File: src/rtl/lvl_irq_pkg.sv
package lvl_irq_pkg;

    localparam int N_LVL   = 8;
    localparam int SRC_WDT = N_LVL;
    localparam int SRC_NMI = N_LVL + 1;
    localparam int SRC_ILL = N_LVL + 2;
    localparam int N_SRC   = N_LVL + 3;
    localparam int VEC_W   = 16;
    localparam int MASK_W  = 3;

    typedef enum logic {
        ST_IDLE = 1'b0,
        ST_HOLD = 1'b1
    } ctl_state_e;

    // vector address for each source index
    function automatic logic [VEC_W-1:0] src_vec(input int idx);
        logic [VEC_W-1:0] v;
        case (idx)
            0:       v = 16'h1000;
            1:       v = 16'h1002;
            2:       v = 16'h1006;
            3:       v = 16'h1008;
            4:       v = 16'h100E;
            5:       v = 16'h1012;
            6:       v = 16'h1016;
            7:       v = 16'h101A;
            SRC_WDT: v = 16'h101C;
            default: v = 16'h101E;
        endcase
        return v;
    endfunction

    // highest level number admitted by a threshold code
    function automatic int lvl_limit(input logic [MASK_W-1:0] m);
        int lim;
        if (m <= 3'd1) lim = N_LVL;
        else           lim = 9 - int'(m);
        return lim;
    endfunction

endpackage

File: src/rtl/lvl_irq_pend.sv
module lvl_irq_pend
    import lvl_irq_pkg::*;
#(
    parameter int N = N_SRC
) (
    input  logic         clk,
    input  logic         rst_n,
    input  logic [N-1:0] line_i,
    input  logic [N-1:0] clr_i,
    output logic [N-1:0] pend_o
);

    logic [N-1:0] prev_q;
    logic [N-1:0] pend_q;

    for (genvar g = 0; g < N; g++) begin : g_src
        always_ff @(posedge clk) begin
            if (!rst_n) begin
                prev_q[g] <= 1'b0;
                pend_q[g] <= 1'b0;
            end else begin
                prev_q[g] <= line_i[g];
                if (line_i[g] && !prev_q[g]) pend_q[g] <= 1'b1;
                else if (clr_i[g])           pend_q[g] <= 1'b0;
            end
        end
    end

    assign pend_o = pend_q;

endmodule

File: src/rtl/lvl_irq_arb.sv
module lvl_irq_arb
    import lvl_irq_pkg::*;
(
    input  logic [N_SRC-1:0]  pend_i,
    input  logic [MASK_W-1:0] mask_i,
    input  logic              gie_i,
    output logic              valid_o,
    output logic [VEC_W-1:0]  vec_o
);

    int lim;

    always_comb begin
        lim     = lvl_limit(mask_i);
        valid_o = 1'b0;
        vec_o   = '0;
        if (gie_i) begin
            for (int i = N_LVL - 1; i >= 0; i--) begin
                if (pend_i[i] && (i < lim)) begin
                    valid_o = 1'b1;
                    vec_o   = src_vec(i);
                end
            end
        end
        if (pend_i[SRC_WDT]) begin
            valid_o = 1'b1;
            vec_o   = src_vec(SRC_WDT);
        end
        if (pend_i[SRC_NMI] || pend_i[SRC_ILL]) begin
            valid_o = 1'b1;
            vec_o   = src_vec(SRC_NMI);
        end
    end

endmodule

File: src/rtl/lvl_irq_ctrl.sv
module lvl_irq_ctrl
    import lvl_irq_pkg::*;
(
    input  logic              clk,
    input  logic              rst_n,
    input  logic [N_LVL-1:0]  irq_lvl_i,
    input  logic              irq_wdt_i,
    input  logic              irq_nmi_i,
    input  logic              irq_ill_i,
    input  logic [MASK_W-1:0] mask_i,
    input  logic              gie_i,
    input  logic              ack_i,
    input  logic [VEC_W-1:0]  ack_vec_i,
    output logic              req_o,
    output logic [VEC_W-1:0]  vec_o
);

    ctl_state_e         state_q, state_n;
    logic [MASK_W-1:0]  mask_q;
    logic [N_SRC-1:0]   lines;
    logic [N_SRC-1:0]   clr;
    logic [N_SRC-1:0]   pend_q;
    logic               win_valid;
    logic [VEC_W-1:0]   win_vec;
    logic [VEC_W-1:0]   vec_q;
    logic               req_q;
    logic               retire;

    assign lines = {irq_ill_i, irq_nmi_i, irq_wdt_i, irq_lvl_i};

    for (genvar g = 0; g < N_SRC; g++) begin : g_clr
        assign clr[g] = ack_i && (ack_vec_i == src_vec(g));
    end

    always_ff @(posedge clk) begin
        if (!rst_n) mask_q <= '0;
        else        mask_q <= mask_i;
    end

    lvl_irq_pend #(.N(N_SRC)) u_pend (
        .clk    (clk),
        .rst_n  (rst_n),
        .line_i (lines),
        .clr_i  (clr),
        .pend_o (pend_q)
    );

    lvl_irq_arb u_arb (
        .pend_i  (pend_q),
        .mask_i  (mask_q),
        .gie_i   (gie_i),
        .valid_o (win_valid),
        .vec_o   (win_vec)
    );

    assign retire = ack_i && (ack_vec_i == vec_q);

    // state register
    always_ff @(posedge clk) begin
        if (!rst_n) state_q <= ST_IDLE;
        else        state_q <= state_n;
    end

    // transitions: grant (IDLE->HOLD), retire (HOLD->IDLE)
    always_comb begin
        state_n = state_q;
        unique case (state_q)
            ST_IDLE: if (win_valid) state_n = ST_HOLD;
            ST_HOLD: if (retire)    state_n = ST_IDLE;
            default:                state_n = ST_IDLE;
        endcase
    end

    // registered outputs
    always_ff @(posedge clk) begin
        if (!rst_n) begin
            req_q <= 1'b0;
            vec_q <= '0;
        end else begin
            req_q <= (state_n == ST_HOLD);
            if (state_q == ST_IDLE && win_valid) vec_q <= win_vec;
        end
    end

    assign req_o = req_q;
    assign vec_o = vec_q;

endmodule

File: config.mk
export PLATFORM = sky130hd
export DESIGN_NAME = lvl_irq_ctrl
export DESIGN_NICKNAME = d
export VERILOG_FILES = /design/src/rtl/lvl_irq_pkg.sv /design/src/rtl/lvl_irq_pend.sv /design/src/rtl/lvl_irq_arb.sv /design/src/rtl/lvl_irq_ctrl.sv
export SDC_FILE = /design/constraint.sdc
export NUM_CORES = 1
export LEC_CHECK = 0
export BUFFER_PORTS_ARGS = -buffer_cell sky130_fd_sc_hd__clkbuf_2
export CAP_MARGIN = 0
export CORE_UTILIZATION = 50
export CTS_CLUSTER_SIZE = 10
export DETAILED_ROUTE_END_ITERATION = 6
export GPL_TIMING_DRIVEN = 1
export PLACE_DENSITY = 0.89
export SYNTH_ARGS = -nofsm -noshare
export SYNTH_HDL_FRONTEND = slang
export SYNTH_SLANG_ARGS = --single-unit
File: constraint.sdc
create_clock -name clk -period 5.85 [get_ports clk]
set_input_delay 1.755 -clock clk [delete_from_list [all_inputs] [get_ports clk]]
set_output_delay 1.755 -clock clk [all_outputs]
set_load 0.1 [all_outputs]
; After elaboration in Yosys (flattened, before gate mapping)
; Index checks and enable logic that the tools add are counted.
[word_totals]
register_bits = 42
input_bits = 34
out_inout_bits = 17
[classes]
n_addsub = 1
magnitude_cmp = 9
eq_ne = 11
mux = 47
n_bitwise = 1
n_reduce_logical = 54
[ops]
columns = op, n
row1 = 16-bit by 13-bit == test with 1-bit output (second input constant), 10
row2 = 4-bit by 32-bit less-than comparator with 1-bit output (first input constant), 4
row3 = 13-bit 2-to-1 mux, 8
row4 = 3-bit by 32-bit less-than comparator with 1-bit output (first input constant), 2
row5 = 16-bit 2-to-1 mux, 3
row6 = 1-bit 2-to-1 mux, 34
row7 = 1-bit by 32-bit less-than comparator with 1-bit output (first input constant), 1
row8 = 2-bit by 32-bit less-than comparator with 1-bit output (first input constant), 1
row9 = 32-bit 2-to-1 mux, 1
row10 = 1-bit logical AND, 31
row11 = 2-bit nonzero test, 11
row12 = 16-bit == test, 1
row13 = 1-bit logical NOT, 11
row14 = 4-bit by 3-bit subtractor with 5-bit output (first input constant), 1
row15 = 3-bit by 1-bit less-or-equal comparator with 1-bit output (second input constant), 1
row16 = 1-bit one-hot mux with 2 select lines, 1
row17 = 1-bit logical OR, 1
row18 = 1-bit inverter, 1

; Longest topological paths before layout
; Gate-level depths: netlist of the first run.
[logic_depth]
depth_word = 17
ltp_mapped = 8
mapped_depth_nobuf = 8

; Modules after synthesis
; A second synthesis of the first run with hierarchy kept.
[hier_totals]
hier_cells = 262
hier_area_um2 = 2334.7
[by_module_without_submodules]
columns = module, n_inst, cells_each, area_each_um2, seq_area_each_um2
row1 = lvl_irq_ctrl, 1, 127, 1044.8, 400.4
row2 = lvl_irq_pend, 1, 68, 808.3, 440.4
row3 = lvl_irq_arb, 1, 67, 481.7, 0.0

; Worst setup path before layout of the first run
; OpenSTA, ideal clock, no wires.
[synth_path]
path_kind = input -> register
startpoint = input port ack_vec_i[8]
endpoint = register u_pend.pend_q[3] (netlist: u_pend.pend_o[3])
t_arrival_ns = 2.930
required_ns = 5.720
slack_ns = 2.790
cell_stages = 5
cell_sequence = nor4b_1 -> nand4_1 -> or2_1 -> o41ai_1 -> a21boi_0
[synth_between]
elab_chain_len = 3
[synth_rtl]
columns = element, line_no
row1 = from (decl), lvl_irq_ctrl.sv:13  ; input logic [VEC_W-1:0] ack_vec_i,
row2 = 16-bit by 13-bit == test with 1-bit output, lvl_irq_ctrl.sv:32  ; assign clr[g] = ack_i && (ack_vec_i == src_vec(g));
row3 = 1-bit logical AND, lvl_irq_ctrl.sv:32
row4 = 2-bit nonzero test (no line), -
row5 = "to (signal, indexed assignment)", lvl_irq_pend.sv:20  ; pend_q[g] <= 1'b0;
row6 = "to (signal, indexed assignment)", lvl_irq_pend.sv:23  ; if (line_i[g] && !prev_q[g]) pend_q[g] <= 1'b1;
row7 = "to (signal, indexed assignment)", lvl_irq_pend.sv:24  ; else if (clr_i[g]) pend_q[g] <= 1'b0;
row8 = to (decl), lvl_irq_pend.sv:14  ; logic [N-1:0] pend_q;
; No other way between the ends.
; A chain may end at the register's enable or synchronous reset.

; Worst setup path after layout of the first run
[layout_path]
startpoint = register req_q (netlist: req_o)
endpoint = output port req_o
[layout_rtl]
columns = element, line_no
row1 = from (decl), lvl_irq_ctrl.sv:26  ; logic req_q;
row2 = from (signal assigned), lvl_irq_ctrl.sv:80  ; req_q <= (state_n == ST_HOLD);
row3 = to (decl), lvl_irq_ctrl.sv:14  ; output logic req_o,
; No word-level cell between the ends.

==> results.py, run 1 <==
metrics = {
    "place": {
        "dp_cells": 261,
        "place_area_um2": 1820,
        "port_buffers": 39,
        "place.gp.congestion": 0.830,
        "dpl.hpwl_um": 2470,
    },
    "clock_network": {
        "cts_post_setup_buffers_inserted": 0,
        "clk_path_buf_depth": 2,
        "cts_resized": 0,
        "cts_root_buffer": "clkbuf_4",
        "clk_pin_slew_ps": 110,
        "clock-sinks": 31,
        "cts_buffers": 5,
        "clk_latency_ps": 340,
        "h-tree-depth": 2,
        "hold_buffers": 0,
        "cts_tree": "yes",
    },
    "global_routing": {
        "grt_overflow": 0,
        "grt_pass1_wl_um": 5310,
        "grt_pass1_vias": 1296,
        "antenna_found_initial": 0,
        "grt.total_usage": 0.205,
        "grt_max_degree": 31,
    },
    "final_layout": {
        "drive_gt1_frac": 0.236,
        "diodes": 0,
        "area_delta_synth_final_pct": 15.5,
        "stdcell_count": 269,
        "nNetsFinal": 262,
        "finalInstanceArea_um2": 1880,
    },
    "synth": {
        "seq_area_frac_synth": 0.382,
        "syn_avg_cell_area_um2": 8.93,
        "yosysUniqueCellTypes": 43,
        "synth_flop_cell": "dfxtp_1",
        "synth_top_area_cell": "dfxtp_1",
        "async_flop_share": 0,
        "netlist_area_um2": 1630,
        "yosysTopAreaCellShare": 0.382,
        "synth_seq_cells": 31,
        "ys.warnings.count": 0,
        "netlist_top_cells_area": "dfxtp_1 38%, nand2b_1 6.2%, a21boi_0 5.1%",
        "synth_edf_count": 0,
        "yosysMostFrequentCell": "dfxtp_1",
        "synth_common_cells": "31 x dfxtp_1, 16 x nand2b_1, 12 x and2_1, 12 x nand2_1",
        "netlist_instances": 182,
    },
    "power": {
        "pwr-share-clk": 0.237,
        "peakVddDrop_uv": 192,
        "swShare": 0.392,
        "static-leakage-power_nw": 0.816,
        "p_sw_w": 0.000204,
        "power_density_nw_per_um2": 277,
        "internal-power_w": 0.000316,
        "total_power_w": 0.000520,
        "seq_power_share": 0.466,
        "pwr-share-comb": 0.297,
    },
    "critical_path": {
        "cp_top_family": "buffers and inverters",
        "crit_type": "reg2out",
        "crit_path_max_incr_delay_ps": 490,
        "cp-start-kind": "register",
        "path_cells": "clkbuf_2",
        "crit_buf_inv": 1,
        "cpMaxStageDelayCell": "clkbuf_2",
        "crit_fanout": 5,
        "cp.arrival_ps": 1250,
        "required_ps": 4090,
        "worstSetupEndpointType": "output pin",
    },
    "floorplan": {
        "die_area_um2": 3480,
        "die_w_um": 59.0,
        "initial_utilization": 0.528,
        "core_um2": 3080,
        "die_h_um": 59.0,
        "rows": 20,
        "pin_count": 51,
    },
    "sta": {
        "period_needed_ps": 3010,
        "fin_tns_setup_ps": 0,
        "maxSlewViolCount": 0,
        "finClkSkew_ps": 16.3,
        "rsz0062_at_grt": "false",
        "setup_viol": 0,
        "fmax_ghz": 0.332,
        "hold_viol_final": 0,
        "worst_pin_slew_ps": 552,
        "slew_headroom": 0.634,
        "period_share": 0.514,
    },
    "route": {
        "routed_wl_um": 3180,
        "dr.pass1.iters": 4,
        "dr_total_vias": 1372,
        "dr.first_iter.drc_count": 29,
        "drt_drc_violations_left": 0,
        "wire_per_inst_um": 11.8,
        "vias_per_cell": 5.10,
        "postRouteAntennaNets": 0,
    },
    "hold_path": {
        "min_path_type": "reg2reg",
    },
    "status": {
        "outcome": "completed",
    },
    "flow_run": {
        "drv_cap": 0,
    },
}
[layout by cell type, fill, tap and decap left out, drive strengths merged, types with 5 or more instances in the layout]
master  instances
nand2          12
nor2            5
a21boi         11
clkbuf         44
dfxtp          31
conb           11
inv             8
and2           12
nand2b         16
o21ai          11
[cell type report]
cell class,count,area [um^2]
clock inverter,3,20.0
tap,44,55.1
timing repair buffer,39,195
inverter,8,30.0
sequential,31,621
multi-input combinational,139,918
fill,285,1200
clock buffer,5,37.5
[metrics by stage]
stage | hold WS, ps | setup slack [ps] | util
finish | 424 | 2840 | 0.610
global route | 440 | 2720 | 0.610
CTS | 431 | 2850 | 0.610
detailed placement | 416 | 2540 | 0.591
global placement | 401 | 2610 | 0.591
floorplan | 399 | 2790 | -
[cells by family after synthesis]
group | synth area share
and+or+nand+nor | 0.262
AOI/OAI and AO/OA | 0.220
DFF | 0.382
buffers and inverters | 0.0762
xor gates and xnor gates | 0.0269
adders and majority gates | 0.0308
other | 0.00231
[power groups by stage]
stage | Combinational (W) | Clock, W | Sequential, W
detailed placement | 0.000154 | 0 | 0.000247
floorplan | 0.0000896 | 0 | 0.000284
finish | 0.000154 | 0.000123 | 0.000242
CTS | 0.000154 | 0.000126 | 0.000242
global placement | 0.000151 | 0 | 0.000246
global route | 0.000166 | 0.000135 | 0.000245
[per-layer routing]
metal  routed length, um  global-route usage  vias up
li1                    -                   -      703
met1                1400               0.234      621
met2                1580               0.357       41
met3                 155              0.0611        7
met4                  39              0.0782        0
met5                   0                   0        -
[registers in the layout (all words and copies together) (netlist names)]
signal         cells
mask_q             3
u_pend.pend_o     11
vec_o              5
req_o              1
u_pend.prev_q     11
[worst paths after layout]
path	start	to	slack (ps)	depth (start not counted)
min	u_pend.prev_q[9]	u_pend.pend_o[9]	420	1
min reg2reg	u_pend.prev_q[9]	u_pend.pend_o[9]	420	1
max reg2reg	mask_q[1]	vec_o[3]	3420	8
max	req_o	req_o	2840	1
Note: power is estimated with default switching activity, not from simulation.
==> inputs of run 2 (changes only) <==
CORE_UTILIZATION = 45   (was 50)
PLACE_DENSITY = 0.86   (was 0.89)
clock period = 2.6 ns   (was 5.85 ns; I/O delays follow)
==> run 2 against run 1 <==
Compared with the run above: sequential power grew 130%; first-iteration DRC count shrank 28%; flip-flop and latch count is the same; clock skew shrank 11 ps; clock-buffer cell count grew 2; final cell count grew 0.74%; combinational power grew 120%; power grew 120%; worst setup slack lost 2500 ps.
==> results.py, run 2 (same netlist as run 1, synthesis figures left out) <==
metrics = {
    "status": {
        "outcome": "completed",
    },
    "clock_network": {
        "cts_tree": "yes",
        "clk_path_buf_depth": 2,
        "clk_pin_slew_ps": 90,
        "cts_resized": 0,
        "cts_buffers": 5,
        "hold_buffers": 0,
        "cts_post_setup_buffers_inserted": 0,
        "h-tree-depth": 2,
        "clk_latency_ps": 320,
        "cts_root_buffer": "clkbuf_4",
        "clock-sinks": 31,
    },
    "critical_path": {
        "crit_fanout": 8,
        "cp-start-kind": "register",
        "r2r-end": "vec_o[3]",
        "worst_r2r_startpoint": "mask_q[1]",
        "worstSetupEndpointType": "register",
        "required_ps": 2850,
        "r2r_cells": 8,
        "cp.arrival_ps": 2550,
        "regToRegSetupSlack_ps": 300,
        "crit_type": "reg2reg",
    },
    "floorplan": {
        "rows": 21,
        "die_w_um": 62.1,
        "pin_count": 51,
        "core_um2": 3390,
        "die_h_um": 62.1,
        "initial_utilization": 0.480,
        "die_area_um2": 3860,
    },
    "route": {
        "wire_per_inst_um": 11.6,
        "drt_drc_violations_left": 0,
        "dr.pass1.iters": 4,
        "routed_wl_um": 3130,
        "vias_per_cell": 5.01,
        "dr.first_iter.drc_count": 21,
        "postRouteAntennaNets": 0,
        "dr_total_vias": 1358,
    },
    "hold_path": {
        "holdPathStages": 1,
        "min_path_type": "reg2reg",
        "hp-start": "u_pend.prev_q[9]",
        "min_delay_worst_endpoint": "u_pend.pend_o[9]",
    },
    "sta": {
        "fin_tns_setup_ps": 0,
        "finClkSkew_ps": 5.46,
        "period_needed_ps": 2300,
        "setup_viol": 0,
        "slew_headroom": 0.642,
        "rsz0062_at_grt": "false",
        "worst_pin_slew_ps": 539,
        "hold_viol_final": 0,
        "fmax_ghz": 0.434,
        "maxSlewViolCount": 0,
        "period_share": 0.886,
    },
    "flow_run": {
        "drv_cap": 0,
    },
    "final_layout": {
        "final_common_cell": "clkbuf_2",
        "final_cell_mix": "39 x clkbuf_2, 30 x dfxtp_1, 16 x nand2b_1, 12 x and2_1, 12 x nand2_1",
        "stdcell_count": 271,
        "finalInstanceArea_um2": 1870,
        "nNetsFinal": 262,
        "area_delta_synth_final_pct": 15.2,
        "nFillCells": 329,
        "drive_gt1_frac": 0.231,
        "diodes": 0,
    },
    "global_routing": {
        "grt_pass1_vias": 1235,
        "grt_overflow": 0,
        "grt.total_usage": 0.180,
        "antenna_found_initial": 0,
        "grt_pass1_wl_um": 5490,
        "grt_max_degree": 31,
    },
    "place": {
        "place_area_um2": 1820,
        "place.gp.congestion": 0.871,
        "port_buffers": 39,
        "dpl.hpwl_um": 2410,
        "dp_cells": 263,
    },
    "power": {
        "peakVddDrop_uv": 342,
        "static-leakage-power_nw": 0.818,
        "power_density_nw_per_um2": 613,
    },
}
run 2: stage by stage:
| stage | total power, W | util | worst slack, ps | hold slack, ps |
|---|---|---|---|---|
| finish | 0.00115 | 0.553 | 296 | 421 |
| global placement | 0.000897 | 0.537 | 334 | 402 |
| detailed placement | 0.000901 | 0.537 | 256 | 411 |
| CTS | 0.00116 | 0.552 | 207 | 424 |
| floorplan | 0.000842 | - | 407 | 399 |
| global route | 0.00121 | 0.553 | 108 | 433 |
run 2: worst max-delay path by stage:
| stage | from | endpoint | slack [ps] | depth (start not counted) |
|---|---|---|---|---|
| global placement | mask_q[1] | vec_o[3] | 330 | 8 |
| floorplan | mask_q[1] | vec_o[3] | 410 | 8 |
| finish | mask_q[1] | vec_o[3] | 300 | 8 |
| detailed placement | mask_q[1] | vec_o[3] | 260 | 8 |
| global route | mask_q[1] | vec_o[3] | 110 | 8 |
| CTS | mask_q[1] | vec_o[3] | 210 | 8 |
run 2: report_power, final:
part	switching (W)	internal, W	total [W]	leakage [nW]
sequential	0.0000324	0.000513	0.000546	0.259
clock	0.000151	0.000105	0.000256	0.0293
combinational	0.000250	0.0000954	0.000346	0.529
total	0.000433	0.000714	0.00115	0.818
run 2: per-layer routing:
metal	vias up	global-route usage	routed length [um]
met5	-	0	0
met4	0	0.0901	59
met3	7	0.0570	178
met2	45	0.286	1490
met1	603	0.218	1410
li1	703	-	-
run 2: area by class of cell:
cell class	count	area [um^2]	area share
multi-input cells	139	918	0.490
flip-flops and latches	31	622	0.332
repair buffers	39	195	0.104
well taps	46	57.6	0.0307
clock buffers	7	45.0	0.0240
inverters	8	30.0	0.0160
clock inverters	1	5.00	0.00267
run 2: worst max-delay path, cell delays in order (launching register included):
cell,delay [ps]
dfxtp_2,400
inv_1,90
ha_1,240
or3b_4,430
o31ai_4,290
a21o_2,190
nand2_1,50
a311o_1,340
a31oi_1,180
